$ cat src/rtl/cyclo_fire_pkg.sv
package cyclo_fire_pkg;

  typedef enum logic {
    ST_IDLE = 1'b0,
    ST_RUN  = 1'b1
  } fireState_t;

  // strobes from control to datapath
  typedef struct packed {
    logic launch;   // a firing starts at this edge
    logic commit;   // outstanding firing completes at this edge
    logic cfgOk;    // configuration writes may land
  } ctrlStrobe_t;

endpackage

$ cat src/rtl/cyclo_fire_dp.sv
module cyclo_fire_dp
  import cyclo_fire_pkg::*;
#(
  parameter int PHASES = 8,
  parameter int RATE_W = 4,
  parameter int CNT_W  = 8,
  localparam int PH_W  = (PHASES > 1) ? $clog2(PHASES) : 1
) (
  input  logic              clk,
  input  logic              rst_n,
  input  ctrlStrobe_t       strb,
  input  logic              cfgWrEn,
  input  logic [PH_W-1:0]   cfgAddr,
  input  logic [RATE_W-1:0] cfgCons,
  input  logic [RATE_W-1:0] cfgProd,
  input  logic              cfgLenWe,
  input  logic [PH_W-1:0]   cfgLastIdx,
  input  logic              inPush,
  input  logic              outPop,
  output logic [PH_W-1:0]   phase,
  output logic [CNT_W-1:0]  inCount,
  output logic [CNT_W-1:0]  outCount,
  output logic              canFire,
  output logic              outBlocked
);

  localparam logic [CNT_W-1:0] CNT_MAX  = {CNT_W{1'b1}};
  localparam logic [CNT_W:0]   SUM_MAX  = {1'b0, CNT_MAX};

  logic [PHASES-1:0][RATE_W-1:0] consTab;
  logic [PHASES-1:0][RATE_W-1:0] prodTab;
  logic [PH_W-1:0]   lastIdx;
  logic [RATE_W-1:0] curCons;
  logic [RATE_W-1:0] curProd;
  logic [CNT_W:0]    outSum;
  logic              haveIn;
  logic              fits;
  logic [CNT_W-1:0]  inNext;
  logic [CNT_W-1:0]  outNext;

  // rate table
  always_ff @(posedge clk or negedge rst_n) begin
    if (!rst_n) begin
      for (int e = 0; e < PHASES; e++) begin
        consTab[e] <= RATE_W'(1);
        prodTab[e] <= RATE_W'(1);
      end
    end else if (strb.cfgOk && cfgWrEn) begin
      for (int e = 0; e < PHASES; e++) begin
        if (cfgAddr == PH_W'(e)) begin
          consTab[e] <= cfgCons;
          prodTab[e] <= cfgProd;
        end
      end
    end
  end

  assign curCons = consTab[phase];
  assign curProd = prodTab[phase];

  // enable and overflow decisions
  assign outSum     = {1'b0, outCount} + (CNT_W+1)'(curProd);
  assign fits       = (outSum <= SUM_MAX);
  assign haveIn     = (inCount >= CNT_W'(curCons));
  assign canFire    = haveIn && fits;
  assign outBlocked = haveIn && !fits;

  // token counter next values
  always_comb begin
    inNext = inCount;
    if (strb.commit) inNext = inNext - CNT_W'(curCons);
    if (inPush && (inCount != CNT_MAX)) inNext = inNext + CNT_W'(1);
  end

  always_comb begin
    outNext = outCount;
    if (strb.commit) outNext = outNext + CNT_W'(curProd);
    if (outPop && (outCount != '0)) outNext = outNext - CNT_W'(1);
  end

  always_ff @(posedge clk or negedge rst_n) begin
    if (!rst_n) begin
      inCount  <= '0;
      outCount <= '0;
    end else begin
      inCount  <= inNext;
      outCount <= outNext;
    end
  end

  // phase pointer and cycle length
  always_ff @(posedge clk or negedge rst_n) begin
    if (!rst_n) begin
      phase   <= '0;
      lastIdx <= '0;
    end else if (strb.commit) begin
      phase <= (phase == lastIdx) ? '0 : phase + PH_W'(1);
    end else if (strb.cfgOk && cfgLenWe) begin
      lastIdx <= cfgLastIdx;
      phase   <= '0;
    end
  end

endmodule

$ cat src/rtl/cyclo_fire_fsm.sv
module cyclo_fire_fsm
  import cyclo_fire_pkg::*;
(
  input  logic        clk,
  input  logic        rst_n,
  input  logic        canFire,
  input  logic        outBlocked,
  input  logic        cfgWrEn,
  input  logic        cfgLenWe,
  input  logic        actDone,
  output ctrlStrobe_t strb,
  output logic        fire,
  output logic        busy,
  output logic        fullStall
);

  fireState_t state;

  assign busy = (state == ST_RUN);

  always_comb begin
    strb.launch = (state == ST_IDLE) && canFire && !cfgWrEn && !cfgLenWe;
    strb.commit = (state == ST_RUN) && actDone;
    strb.cfgOk  = (state == ST_IDLE);
  end

  assign fullStall = (state == ST_IDLE) && outBlocked;

  always_ff @(posedge clk or negedge rst_n) begin
    if (!rst_n) begin
      state <= ST_IDLE;
      fire  <= 1'b0;
    end else begin
      fire <= strb.launch;
      if (strb.launch)      state <= ST_RUN;
      else if (strb.commit) state <= ST_IDLE;
    end
  end

endmodule

$ cat src/rtl/cyclo_fire_ctrl.sv
module cyclo_fire_ctrl
  import cyclo_fire_pkg::*;
#(
  parameter int PHASES = 8,
  parameter int RATE_W = 4,
  parameter int CNT_W  = 8,
  localparam int PH_W  = (PHASES > 1) ? $clog2(PHASES) : 1
) (
  input  logic              clk,
  input  logic              rst_n,
  input  logic              cfgWrEn,
  input  logic [PH_W-1:0]   cfgAddr,
  input  logic [RATE_W-1:0] cfgCons,
  input  logic [RATE_W-1:0] cfgProd,
  input  logic              cfgLenWe,
  input  logic [PH_W-1:0]   cfgLastIdx,
  input  logic              inPush,
  input  logic              outPop,
  input  logic              actDone,
  output logic              fire,
  output logic [PH_W-1:0]   firePhase,
  output logic              busy,
  output logic              fullStall,
  output logic [CNT_W-1:0]  inCount,
  output logic [CNT_W-1:0]  outCount
);

  ctrlStrobe_t strb;
  logic        canFire;
  logic        outBlocked;

  cyclo_fire_fsm u_fsm (
    .clk        (clk),
    .rst_n      (rst_n),
    .canFire    (canFire),
    .outBlocked (outBlocked),
    .cfgWrEn    (cfgWrEn),
    .cfgLenWe   (cfgLenWe),
    .actDone    (actDone),
    .strb       (strb),
    .fire       (fire),
    .busy       (busy),
    .fullStall  (fullStall)
  );

  cyclo_fire_dp #(
    .PHASES (PHASES),
    .RATE_W (RATE_W),
    .CNT_W  (CNT_W)
  ) u_dp (
    .clk        (clk),
    .rst_n      (rst_n),
    .strb       (strb),
    .cfgWrEn    (cfgWrEn),
    .cfgAddr    (cfgAddr),
    .cfgCons    (cfgCons),
    .cfgProd    (cfgProd),
    .cfgLenWe   (cfgLenWe),
    .cfgLastIdx (cfgLastIdx),
    .inPush     (inPush),
    .outPop     (outPop),
    .phase      (firePhase),
    .inCount    (inCount),
    .outCount   (outCount),
    .canFire    (canFire),
    .outBlocked (outBlocked)
  );

endmodule

$ cat config.mk
export PLATFORM = sky130hd
export DESIGN_NAME = cyclo_fire_ctrl
export DESIGN_NICKNAME = d
export VERILOG_FILES = /design/src/rtl/cyclo_fire_pkg.sv /design/src/rtl/cyclo_fire_dp.sv /design/src/rtl/cyclo_fire_fsm.sv /design/src/rtl/cyclo_fire_ctrl.sv
export SDC_FILE = /design/constraint.sdc
export NUM_CORES = 1
export LEC_CHECK = 0
export ABC_AREA = 1
export BUFFER_PORTS_ARGS = -buffer_cell sky130_fd_sc_hd__buf_4
export CORE_MARGIN = 10
export CORE_UTILIZATION = 30
export CTS_CLUSTER_SIZE = 25
export DETAILED_ROUTE_END_ITERATION = 10
export GPL_ROUTABILITY_DRIVEN = 0
export HOLD_SLACK_MARGIN = 0.15
export PLACE_DENSITY = 0.43
export SLEW_MARGIN = 20
export SYNTH_ARGS = -nofsm -noshare
export SYNTH_HDL_FRONTEND = slang
export SYNTH_SLANG_ARGS = --single-unit
$ cat constraint.sdc
create_clock -name clk -period 2.6 [get_ports clk]
set_input_delay 0.13 -clock clk [delete_from_list [all_inputs] [get_ports clk]]
set_output_delay 0.13 -clock clk [all_outputs]
set_load 0.03 [all_outputs]
==> flow_metrics.env, run 1 <==
export IMPL_slew_viol_final=0
export IMPL_yosysSeqAreaShare=0.460
export IMPL_slew_headroom=0.511
export IMPL_cp_arrival_ns=3.14
export IMPL_synth_edff_count=0
export IMPL_diodes=0
export IMPL_dr_total_vias=4354
export IMPL_dr_pass1_iters=5
export IMPL_area_growth_pct=37.8
export IMPL_tritoncts_num_sinks=88
export IMPL_worstHoldPathType="in -> async"
export IMPL_clk_latency_ns=0.35
export IMPL_clockPowerShare=0.142
export IMPL_drc=0
export IMPL_switching_share=0.433
export IMPL_combinationalPowerShare=0.582
export IMPL_grt_pass1_wl_um=22600
export IMPL_pin_count=43
export IMPL_ant_nets=0
export IMPL_syn_area_mm2=0.00483
export IMPL_drt_iter0_markers=181
export IMPL_cap_viol_max_count=0
export IMPL_post_drt_via_cell_ratio=4.69
export IMPL_dp_final_hpwl_um=9690
export IMPL_cellLeakagePower_nw=3.03
export IMPL_rr_worst_depth=17
export IMPL_power_switching_mw=3.85
export IMPL_synth_area_per_cell_um2=8.11
export IMPL_antenna_found_initial=0
export IMPL_finalHoldViolCount=0
export IMPL_path_class="reg -> reg"
export IMPL_grt_pass1_vias=4261
export IMPL_die_area_mm2=0.0216
export IMPL_cts_htree_levels=3
export IMPL_setup_slack_ns=-0.288
export IMPL_netlist_top_cells_count="134 x nand2_1, 95 x o21ai_0, 72 x dfrtp_1, 58 x inv_1, 49 x nor2_1"
export IMPL_cp_max_fo=7
export IMPL_core_area_mm2=0.0158
export IMPL_clk_pin_slew_ns=0.07
export IMPL_tightest_slew_ns=0.732
export IMPL_syn_nets=629
export IMPL_yosys_area_top_type="dfrtp_1"
export IMPL_yosys_top_cells_area="dfrtp_1 37%, nand2_1 10%, o21ai_0 9.8%"
export IMPL_drive_above_1_share=0.331
export IMPL_reg2reg_slack_ns=-0.29
export IMPL_cp_end_kind="flip-flop"
export IMPL_die_y_um=147
export IMPL_p_total_mw=8.89
export IMPL_start_kind="flip-flop"
export IMPL_grt_start_max_net_pins=61
export IMPL_synth_top_cell_area_share=0.373
export IMPL_initial_utilization=0.305
export IMPL_violations="setup timing"
export IMPL_max_freq_mhz=346
export IMPL_grtUsageTotal=0.131
export IMPL_post_route_util=0.420
export IMPL_p_per_area_mw_per_mm2=1340
export IMPL_async_flop_share=1.00
export IMPL_cts_tree="yes"
export IMPL_finalSetupViolCount=13
export IMPL_row_count=46
export IMPL_yosysMostFrequentCell="nand2_1"
export IMPL_dieWidth_um=147
export IMPL_drt_wl_total_um=14200
export IMPL_seq_power_share=0.276
export IMPL_nNetsFinal=742
export IMPL_irDropWorstVdd_uv=456
export IMPL_fin_skew_ns=0.00822
export IMPL_cts_made_buffers=9
export IMPL_globalRouteOverflowTotal=0
export IMPL_critPathRequiredTime_ns=2.85
export IMPL_ys_warn_count=0
export IMPL_synthCells=595
export IMPL_ys_seq_elements=88
export IMPL_fillCellCount=1585
export IMPL_cts_root_buffer="clkbuf_16"
export IMPL_io_buffers=42
export IMPL_synth_cell_type_count=42
export IMPL_layout_min_cycle_time_ns=2.89
export IMPL_fin_crit_sh=1.11
export IMPL_status="finished, violations left"
export IMPL_ys_flop_type="dfrtp_1"
export IMPL_rsz0062_at_grt="true"
export IMPL_max_clock_path_buffers=2
export IMPL_avgRoutedWirePerCell_um=15.3
export IMPL_intPower_mw=5.04
==> worst max-delay path, stage by stage (launching register included) <==
cell and delay, ns:
dfrtp_2 0.48, buf_6 0.16, clkinv_8 0.06, o21ai_2 0.06
o22ai_1 0.15, nor2_1 0.06, a31oi_1 0.18, ha_2 0.20
inv_2 0.05, fa_2 0.56, nand2_2 0.07, nand2_4 0.09
ha_4 0.13, nand3_4 0.08, nor2_4 0.16, nand3_4 0.11
o21ai_2 0.12, nand2_1 0.06
==> cell type report <==
class | count | area [um^2] | area share
multi-input combinational | 424 | 2550 | 0.384
inverter | 61 | 249 | 0.0374
timing repair inverter | 1 | 7.51 | 0.00113
tap | 216 | 270 | 0.0406
sequential | 88 | 2220 | 0.334
clock buffer | 10 | 239 | 0.0359
clock inverter | 6 | 43.8 | 0.00658
timing repair buffer | 123 | 1070 | 0.161
==> registers in the layout, summed over array words and instances (netlist names) <==
signal / cells
u_dp.consTab: 32
u_dp.prodTab: 32
u_dp.inCount: 8
u_dp.outCount: 8
u_dp.lastIdx: 3
u_dp.phase: 3
u_fsm.busy: 1
u_fsm.fire: 1
==> per-layer routing <==
layer | GRT usage | part of all wire | vias up
li1 | - | - | 2194
met1 | 0.172 | 0.48 | 2085
met2 | 0.208 | 0.47 | 63
met3 | 0.0230 | 0.035 | 12
met4 | 0.0526 | 0.016 | 0
met5 | 0 | 0 | -
==> power groups by stage <==
stage / clock [mW] / sequential [mW] / combinational (mW)
floorplan: 0 / 2.58 / 2.50
global placement: 0 / 2.43 / 3.93
detailed placement: 0 / 2.44 / 4.02
CTS: 1.30 / 2.45 / 4.62
global route: 1.35 / 2.53 / 5.75
finish: 1.26 / 2.46 / 5.17
==> cell families after synthesis <==
kind of cell | count (synthesis) | synth area share
AOI/OAI and AO/OA | 144 | 0.159
xor gates and xnor gates | 11 | 0.0200
adders and majority gates | 13 | 0.0368
buffers and inverters | 83 | 0.0723
DFF | 88 | 0.460
muxes | 4 | 0.00907
and+or+nand+nor | 252 | 0.243
==> stage by stage <==
| step | cell area [um^2] | setup slack (ns) | setup TNS (ns) | hold WS (ns) | std cells |
|---|---|---|---|---|---|
| floorplan | 4870 | -0.152 | -0.320 | -0.166 | 595 |
| CTS | 6370 | -0.231 | -1.71 | 0.281 | 918 |
| global route | 6660 | -0.435 | -4.24 | 0.305 | 929 |
| global placement | 5610 | -0.116 | -0.327 | 0.110 | 869 |
| detailed placement | 5610 | -0.210 | -1.02 | 0.110 | 869 |
| finish | 6660 | -0.288 | -2.27 | 0.268 | 929 |
==> placed cells by master (no fill, tap or decap), types with 2 or more instances in the layout <==
master / instances
nand3b_1: 2
clkinv_2: 2
fa_2: 2
dfrtp_1: 70
xnor2_1: 7
nand4_1: 9
nor2_2: 6
nand3_2: 6
ha_2: 2
nor2_4: 8
inv_2: 7
nor3_1: 2
a31oi_1: 4
clkbuf_16: 9
xor2_1: 4
nand2_4: 6
nand2_1: 122
dfstp_2: 16
dlygate4sd3_1: 17
buf_6: 12
o22ai_1: 7
a21oi_2: 8
o21ai_2: 10
a31oi_2: 2
buf_12: 2
nand3_1: 25
clkinvlp_4: 2
ha_1: 4
inv_1: 50
buf_4: 90
ha_4: 5
o21ai_1: 14
nor2_1: 41
mux2_2: 3
o21ai_0: 74
a21oi_1: 19
nand2_2: 17
dfrtp_2: 2
clkinv_4: 3
nand3_4: 5
==> worst paths after layout <==
kind	from	end
setup / recovery	u_dp.phase[0]	u_dp.inCount[6]
hold reg to reg	u_dp.consTab[11]	u_dp.consTab[11]
setup reg to reg	u_dp.phase[0]	u_dp.inCount[6]
min in group clk	cfgAddr[1]	u_dp.consTab[28]
hold / removal	rst_n	u_dp.inCount[4]
max in group asynchronous	rst_n	u_dp.prodTab[28]
==> repair_timing <==
action	4_1_cts	5_1_grt
setup buffers	15	13
gates cloned	2	0
endpoints found under the setup margin	13	17
pin swaps	26	41
hold buffers	17	0
resized for setup	46	64
hold endpoints to repair	62	0
(Power assumes the default switching activity.)
==> run 2: changes to the inputs <==
--- a/config.mk
+++ b/config.mk
@@ -6,14 +6,15 @@
 export NUM_CORES = 1
 export LEC_CHECK = 0
 export ABC_AREA = 1
-export BUFFER_PORTS_ARGS = -buffer_cell sky130_fd_sc_hd__buf_4
 export CORE_MARGIN = 10
 export CORE_UTILIZATION = 30
+export CTS_CLUSTER_DIAMETER = 100
 export CTS_CLUSTER_SIZE = 25
 export DETAILED_ROUTE_END_ITERATION = 10
+export DONT_BUFFER_PORTS = 1
 export GPL_ROUTABILITY_DRIVEN = 0
 export HOLD_SLACK_MARGIN = 0.15
-export PLACE_DENSITY = 0.43
+export PLACE_DENSITY = 0.4
 export SLEW_MARGIN = 20
 export SYNTH_ARGS = -nofsm -noshare
 export SYNTH_HDL_FRONTEND = slang
==> constraint.sdc (replaced) <==
create_clock -name clk -period 2.8 [get_ports clk]
set_input_delay 0.14 -clock clk [delete_from_list [all_inputs] [get_ports clk]]
set_output_delay 0.14 -clock clk [all_outputs]
set_load 0.03 [all_outputs]
==> run 2 against run 1 <==
The run still ends with setup timing left. Sequential cell count unchanged. Final cell count down 7.0%. Die area unchanged. Global-route usage down 0.096 points. Hold slack worse by 0.11 ns. Critical path type unchanged. Largest power group unchanged.
==> flow_metrics.env, run 2 (synthesized netlist as in run 1, its figures left out) <==
export IMPL_grt_start_max_net_pins=89
export IMPL_post_drt_via_cell_ratio=4.71
export IMPL_clk_pin_slew_ns=0.07
export IMPL_p_per_area_mw_per_mm2=1250
export IMPL_path_class="reg -> reg"
export IMPL_globalRouteOverflowTotal=0
export IMPL_ant_nets=0
export IMPL_area_growth_pct=25.5
export IMPL_grtUsageTotal=0.130
export IMPL_irDropWorstVdd_uv=343
export IMPL_nNetsFinal=677
export IMPL_rsz0062_at_grt="true"
export IMPL_grt_pass1_vias=3967
export IMPL_diodes=0
export IMPL_fillCellCount=1633
export IMPL_cts_made_buffers=9
export IMPL_layout_min_cycle_time_ns=2.87
export IMPL_finalSetupViolCount=3
export IMPL_cp_max_fo=8
export IMPL_drt_iter0_markers=189
export IMPL_slew_viol_final=0
export IMPL_cts_htree_levels=3
export IMPL_max_freq_mhz=348
export IMPL_dr_pass1_iters=4
export IMPL_drt_wl_total_um=13800
export IMPL_drc=0
export IMPL_antenna_found_initial=0
export IMPL_cp_cell_sequence="inv_4, buf_12, nor2_2, o22ai_1, nor2_1, a31oi_1, ha_2, inv_2, fa_2, nand2_2, nand2_4, buf_6, nand3_4, nor2_4, nand3_4, nor2_2, nand2_1, nand2_1, inv_1"
export IMPL_post_route_util=0.383
export IMPL_cts_root_buffer="clkbuf_16"
export IMPL_slowest_delay_ns=0.52
export IMPL_layout_common_cells="126 x nand2_1, 91 x o21ai_0, 70 x dfrtp_1"
export IMPL_dr_total_vias=4071
export IMPL_fin_crit_sh=1.03
export IMPL_cap_viol_max_count=0
export IMPL_violations="setup timing"
export IMPL_dieWidth_um=147
export IMPL_cellLeakagePower_nw=2.72
export IMPL_max_clock_path_buffers=2
export IMPL_core_area_mm2=0.0158
export IMPL_critPathRequiredTime_ns=3.05
export IMPL_regArea_mm2=0.00222
export IMPL_initial_utilization=0.305
export IMPL_start_kind="flip-flop"
export IMPL_reg_largest_list="u_dp.consTab (32), u_dp.prodTab (32)"
export IMPL_row_count=46
export IMPL_cts_tree="yes"
export IMPL_avgRoutedWirePerCell_um=16.0
export IMPL_tightest_slew_ns=0.750
export IMPL_tritoncts_num_sinks=88
export IMPL_worstHoldPathType="in -> reg"
export IMPL_final_common_cell="nand2_1"
export IMPL_finalHoldViolCount=0
export IMPL_drive_above_1_share=0.213
export IMPL_pin_count=43
export IMPL_critical_path_slowest_cell="fa_2"
export IMPL_setup_slack_ns=-0.0745
export IMPL_whs_ns=0.163
export IMPL_fin_skew_ns=0.00599
export IMPL_slew_headroom=0.499
export IMPL_die_y_um=147
export IMPL_cp_end_kind="flip-flop"
export IMPL_cp_arrival_ns=3.12
export IMPL_status="finished, violations left"
export IMPL_p_total_mw=7.59
export IMPL_dp_final_hpwl_um=9750
export IMPL_die_area_mm2=0.0216
export IMPL_grt_pass1_wl_um=22200
export IMPL_multi_input_area_mm2=0.00241
export IMPL_critical_path_buf_inv_count=5
export IMPL_io_buffers=0
export IMPL_cp_top_family="simple AND/OR/NAND/NOR gates"
export IMPL_clk_latency_ns=0.35
## run 2: cell count changes in the layout (fill, tap and decap cells not counted), sizes merged
cell | before | now
clkbuf | 10 | 11
inv | 59 | 60
bufinv | 0 | 2
buf | 105 | 38
bufbuf | 1 | 0
clkinvlp | 2 | 0
clkinv | 7 | 4
dlygate4sd3 | 17 | 21
## run 2: final timing paths
check / startpoint / to / slack (ns) / cells after the start
setup reg to reg: u_dp.phase[0] / u_dp.inCount[7] / -0.07 / 19
setup / recovery: u_dp.phase[0] / u_dp.inCount[7] / -0.07 / 19
min in group asynchronous: rst_n / u_dp.inCount[2] / 0.34 / 2
hold / removal: cfgAddr[0] / u_dp.prodTab[27] / 0.16 / 4
max in group asynchronous: rst_n / u_dp.phase[0] / 2.00 / 2
hold reg to reg: u_dp.consTab[11] / u_dp.consTab[11] / 0.48 / 2
## run 2: repair_timing
action | 4_1_cts | 5_1_grt
pin swaps | 17 | 21
endpoints found under the hold margin | 167 | 0
resized for setup | 22 | 29
cloned | 1 | 0
hold buffers | 22 | 0
buffers inserted | 4 | 6
setup endpoints to repair | 2 | 11
## run 2: stage by stage
stage	std cells	setup slack [ns]	instance area (um^2)	TNS [ns]
6_report	864	-0.0745	6060	-0.128
5_1_grt	864	-0.254	6060	-1.24
4_1_cts	858	-0.109	5910	-0.196
3_5_place_dp	815	-0.0296	5210	-0.0296
3_3_place_gp	815	0.0383	5210	0
2_1_floorplan	595	0.00674	4850	0
## run 2: per-layer routing
layer	vias up	share of wire	global-route usage
met5	-	0	0
met4	0	0.016	0.0440
met3	15	0.049	0.0369
met2	66	0.47	0.207
met1	1932	0.46	0.165
li1	2058	-	-
## run 2: power by group
group	switching, mW	total, mW	internal [mW]
logic	2.20	3.80	1.60
clock network	0.544	1.38	0.838
registers	0.578	2.41	1.83
total	3.32	7.59	4.27
## run 2: worst register-to-register path: stages (launching register included)
cell and delay [ns]:
dfrtp_2 0.45, inv_4 0.11, buf_12 0.13, nor2_2 0.03
o22ai_1 0.14, nor2_1 0.06, a31oi_1 0.23, ha_2 0.23
inv_2 0.04, fa_2 0.52, nand2_2 0.07, nand2_4 0.08
buf_6 0.10, nand3_4 0.06, nor2_4 0.16, nand3_4 0.11
nor2_2 0.12, nand2_1 0.05, nand2_1 0.06, inv_1 0.03
## run 2: layout make-up
class,count,area share
Clock buffer,11,0.0417
Clock inverter,5,0.0142
Inverter,61,0.0390
Multi-Input combinational cell,424,0.397
Sequential cell,88,0.367
Tap cell,216,0.0446
Timing Repair Buffer,59,0.0962
==> run 3: changes to the inputs <==
--- a/config.mk
+++ b/config.mk
@@ -15,7 +15,6 @@
 export GPL_ROUTABILITY_DRIVEN = 0
 export HOLD_SLACK_MARGIN = 0.15
 export PLACE_DENSITY = 0.4
-export SLEW_MARGIN = 20
 export SYNTH_ARGS = -nofsm -noshare
 export SYNTH_HDL_FRONTEND = slang
 export SYNTH_SLANG_ARGS = --single-unit
==> constraint.sdc (replaced) <==
create_clock -name clk -period 2.8 [get_ports clk]
set_input_delay 0.84 -clock clk [delete_from_list [all_inputs] [get_ports clk]]
set_output_delay 0.84 -clock clk [all_outputs]
set_load 0.03 [all_outputs]
==> run 3 against run 2 <==
The run still ends with setup timing left. Clock-buffer cell count grew 1. Cell area shrank 0.85%. Clock power shrank 9%. Fmax shrank 17%. Core utilization shrank 0.32 points.
==> flow_metrics.env, run 3 (synthesized netlist as in run 1, its figures left out) <==
export IMPL_cellLeakagePower_nw=2.74
export IMPL_p_per_area_mw_per_mm2=1320
export IMPL_start_kind="flip-flop"
export IMPL_cap_viol_max_count=0
export IMPL_cp_depth=13
export IMPL_cts_hold_buf=0
export IMPL_clockPowerShare=0.159
export IMPL_wl_met2_um=6640
export IMPL_core_area_mm2=0.0158
export IMPL_antenna_found_initial=0
export IMPL_grt_start_max_net_pins=89
export IMPL_avgRoutedWirePerCell_um=16.5
export IMPL_max_freq_mhz=289
export IMPL_path_class="reg -> out"
export IMPL_dr_pass1_iters=5
export IMPL_reg_largest_list="u_dp.consTab (32), u_dp.prodTab (32)"
export IMPL_irDropWorstVdd_uv=402
export IMPL_grtUsageTotal=0.134
export IMPL_rr_worst_depth=17
export IMPL_critPathRequiredTime_ns=1.96
export IMPL_grt_pass1_wl_um=22800
export IMPL_intPower_mw=4.48
export IMPL_switching_share=0.433
export IMPL_max_clock_path_buffers=2
export IMPL_area_growth_pct=24.5
export IMPL_row_count=46
export IMPL_combinationalPowerShare=0.554
export IMPL_globalRouteOverflowTotal=0
export IMPL_io_buffers=0
export IMPL_worstHoldPathType="in -> async"
export IMPL_drt_iter0_markers=324
export IMPL_critical_path_buf_inv_count=4
export IMPL_cts_tree="yes"
export IMPL_seq_power_share=0.287
export IMPL_dr_total_vias=4112
export IMPL_top_layer="met4"
export IMPL_pin_count=43
export IMPL_initial_utilization=0.305
export IMPL_fin_crit_sh=1.24
export IMPL_cts_root_buffer="clkbuf_16"
export IMPL_cp_cell_sequence="buf_12, buf_8, buf_4, a21oi_2, o21ai_1, a31oi_1, ha_1, a21oi_1, nand2_2, nand3_1, nor2_2, inv_2, nor2_4"
export IMPL_ant_nets=0
export IMPL_cts_htree_levels=3
export IMPL_tns_ns=-0.935
export IMPL_cp_max_fo=8
export IMPL_nNetsFinal=685
export IMPL_slew_headroom=0.476
export IMPL_diodes=0
export IMPL_final_common_cell="nand2_1"
export IMPL_fin_skew_ns=0.0107
export IMPL_cp_top_family="compound AO/OA/AOI/OAI gates"
export IMPL_clk_pin_slew_ns=0.07
export IMPL_cp_arrival_ns=2.62
export IMPL_finalSetupViolCount=6
export IMPL_place_ws_ns=-0.294
export IMPL_drt_met1_wl_um=6680
export IMPL_drt_wl_total_um=14400
export IMPL_critical_path_slowest_cell="dfrtp_2"
export IMPL_die_y_um=147
export IMPL_tritoncts_num_sinks=88
export IMPL_final_cells=872
export IMPL_status="finished, violations left"
export IMPL_layout_min_cycle_time_ns=3.46
export IMPL_drive_above_1_share=0.255
export IMPL_setup_slack_ns=-0.664
export IMPL_finalHoldViolCount=0
export IMPL_clk_latency_ns=0.36
export IMPL_drc=0
export IMPL_slew_viol_final=0
export IMPL_cp_end_kind="primary output"
export IMPL_dp_cells=839
export IMPL_violations="setup timing"
export IMPL_cts_made_buffers=9
export IMPL_p_total_mw=7.90
export IMPL_die_area_mm2=0.0216
export IMPL_slowest_delay_ns=0.45
export IMPL_dp_final_hpwl_um=10100
export IMPL_dieWidth_um=147
export IMPL_layout_common_cells="125 x nand2_1, 81 x o21ai_0, 70 x dfrtp_1"
export IMPL_power_switching_mw=3.42
export IMPL_met3_length_um=843
export IMPL_rsz0062_at_grt="true"
export IMPL_post_drt_via_cell_ratio=4.72
export IMPL_tightest_slew_ns=0.786
export IMPL_grt_pass1_vias=3987
==> run 3: worst register-to-register path, stage by stage, from the launching register on <==
cell,delay (ns)
dfrtp_2,0.45
buf_12,0.16
buf_8,0.13
buf_4,0.14
a21oi_2,0.12
o21ai_1,0.07
a31oi_1,0.27
ha_1,0.32
buf_4,0.15
buf_6,0.12
nor2_2,0.06
nand3b_1,0.16
nand2_1,0.09
nand3b_4,0.18
nor2_4,0.16
nand3_1,0.08
nand2_1,0.06
nand2_1,0.05
==> run 3: metal layers <==
layer  track usage  vias up
met5             0        -
met4        0.0531        0
met3        0.0313       19
met2         0.205       69
met1         0.179     1942
li1              -     2082
==> run 3: power groups by stage <==
stage                     sequential (mW)  combinational (mW)  clock, mW
final                                2.27                4.37       1.26
after global routing                 2.34                4.90       1.34
after CTS                            2.29                3.91       1.30
after detailed placement             2.30                3.80          0
after global placement               2.30                3.77          0
after floorplan                      2.39                2.38          0
==> run 3: worst paths after layout <==
path / from / to / slack [ns]
worst min-delay path: rst_n / u_dp.prodTab[27] / 0.18
worst max register to register: u_dp.phase[0] / u_dp.outCount[6] / -0.08
min in group clk: u_dp.consTab[5] / u_dp.consTab[5] / 0.49
max in group asynchronous: rst_n / u_dp.prodTab[28] / 2.41
worst max-delay path: u_dp.phase[0] / fullStall / -0.66
worst min register to register: u_dp.consTab[5] / u_dp.consTab[5] / 0.49
==> run 3: per-stage QoR <==
stage / hold slack [ns] / util / area, um^2
6_report: 0.176 / 0.380 / 6010
5_1_grt: 0.163 / 0.380 / 6010
4_1_cts: 0.166 / 0.367 / 5800
3_5_place_dp: 0.469 / 0.343 / 5440
3_3_place_gp: 0.461 / 0.343 / 5440
2_1_floorplan: 0.448 / - / 4920
==> run 3: final cells by class <==
| cell class | instances | area, um^2 |
|---|---|---|
| timing repair buffer | 66 | 553 |
| clock buffer | 12 | 246 |
| sequential | 88 | 2220 |
| multi-input combinational | 424 | 2400 |
| clock inverter | 4 | 53.8 |
| timing repair inverter | 1 | 16.3 |
| fill | 1621 | 9820 |
| tap | 216 | 270 |
| inverter | 61 | 249 |
==> run 3: repair_timing <==
action / CTS / global route
setup buffers: 3 / 13
resized for setup: 13 / 40
gates cloned: 0 / 1
pin swaps: 9 / 16
endpoints found under the setup margin: 6 / 12
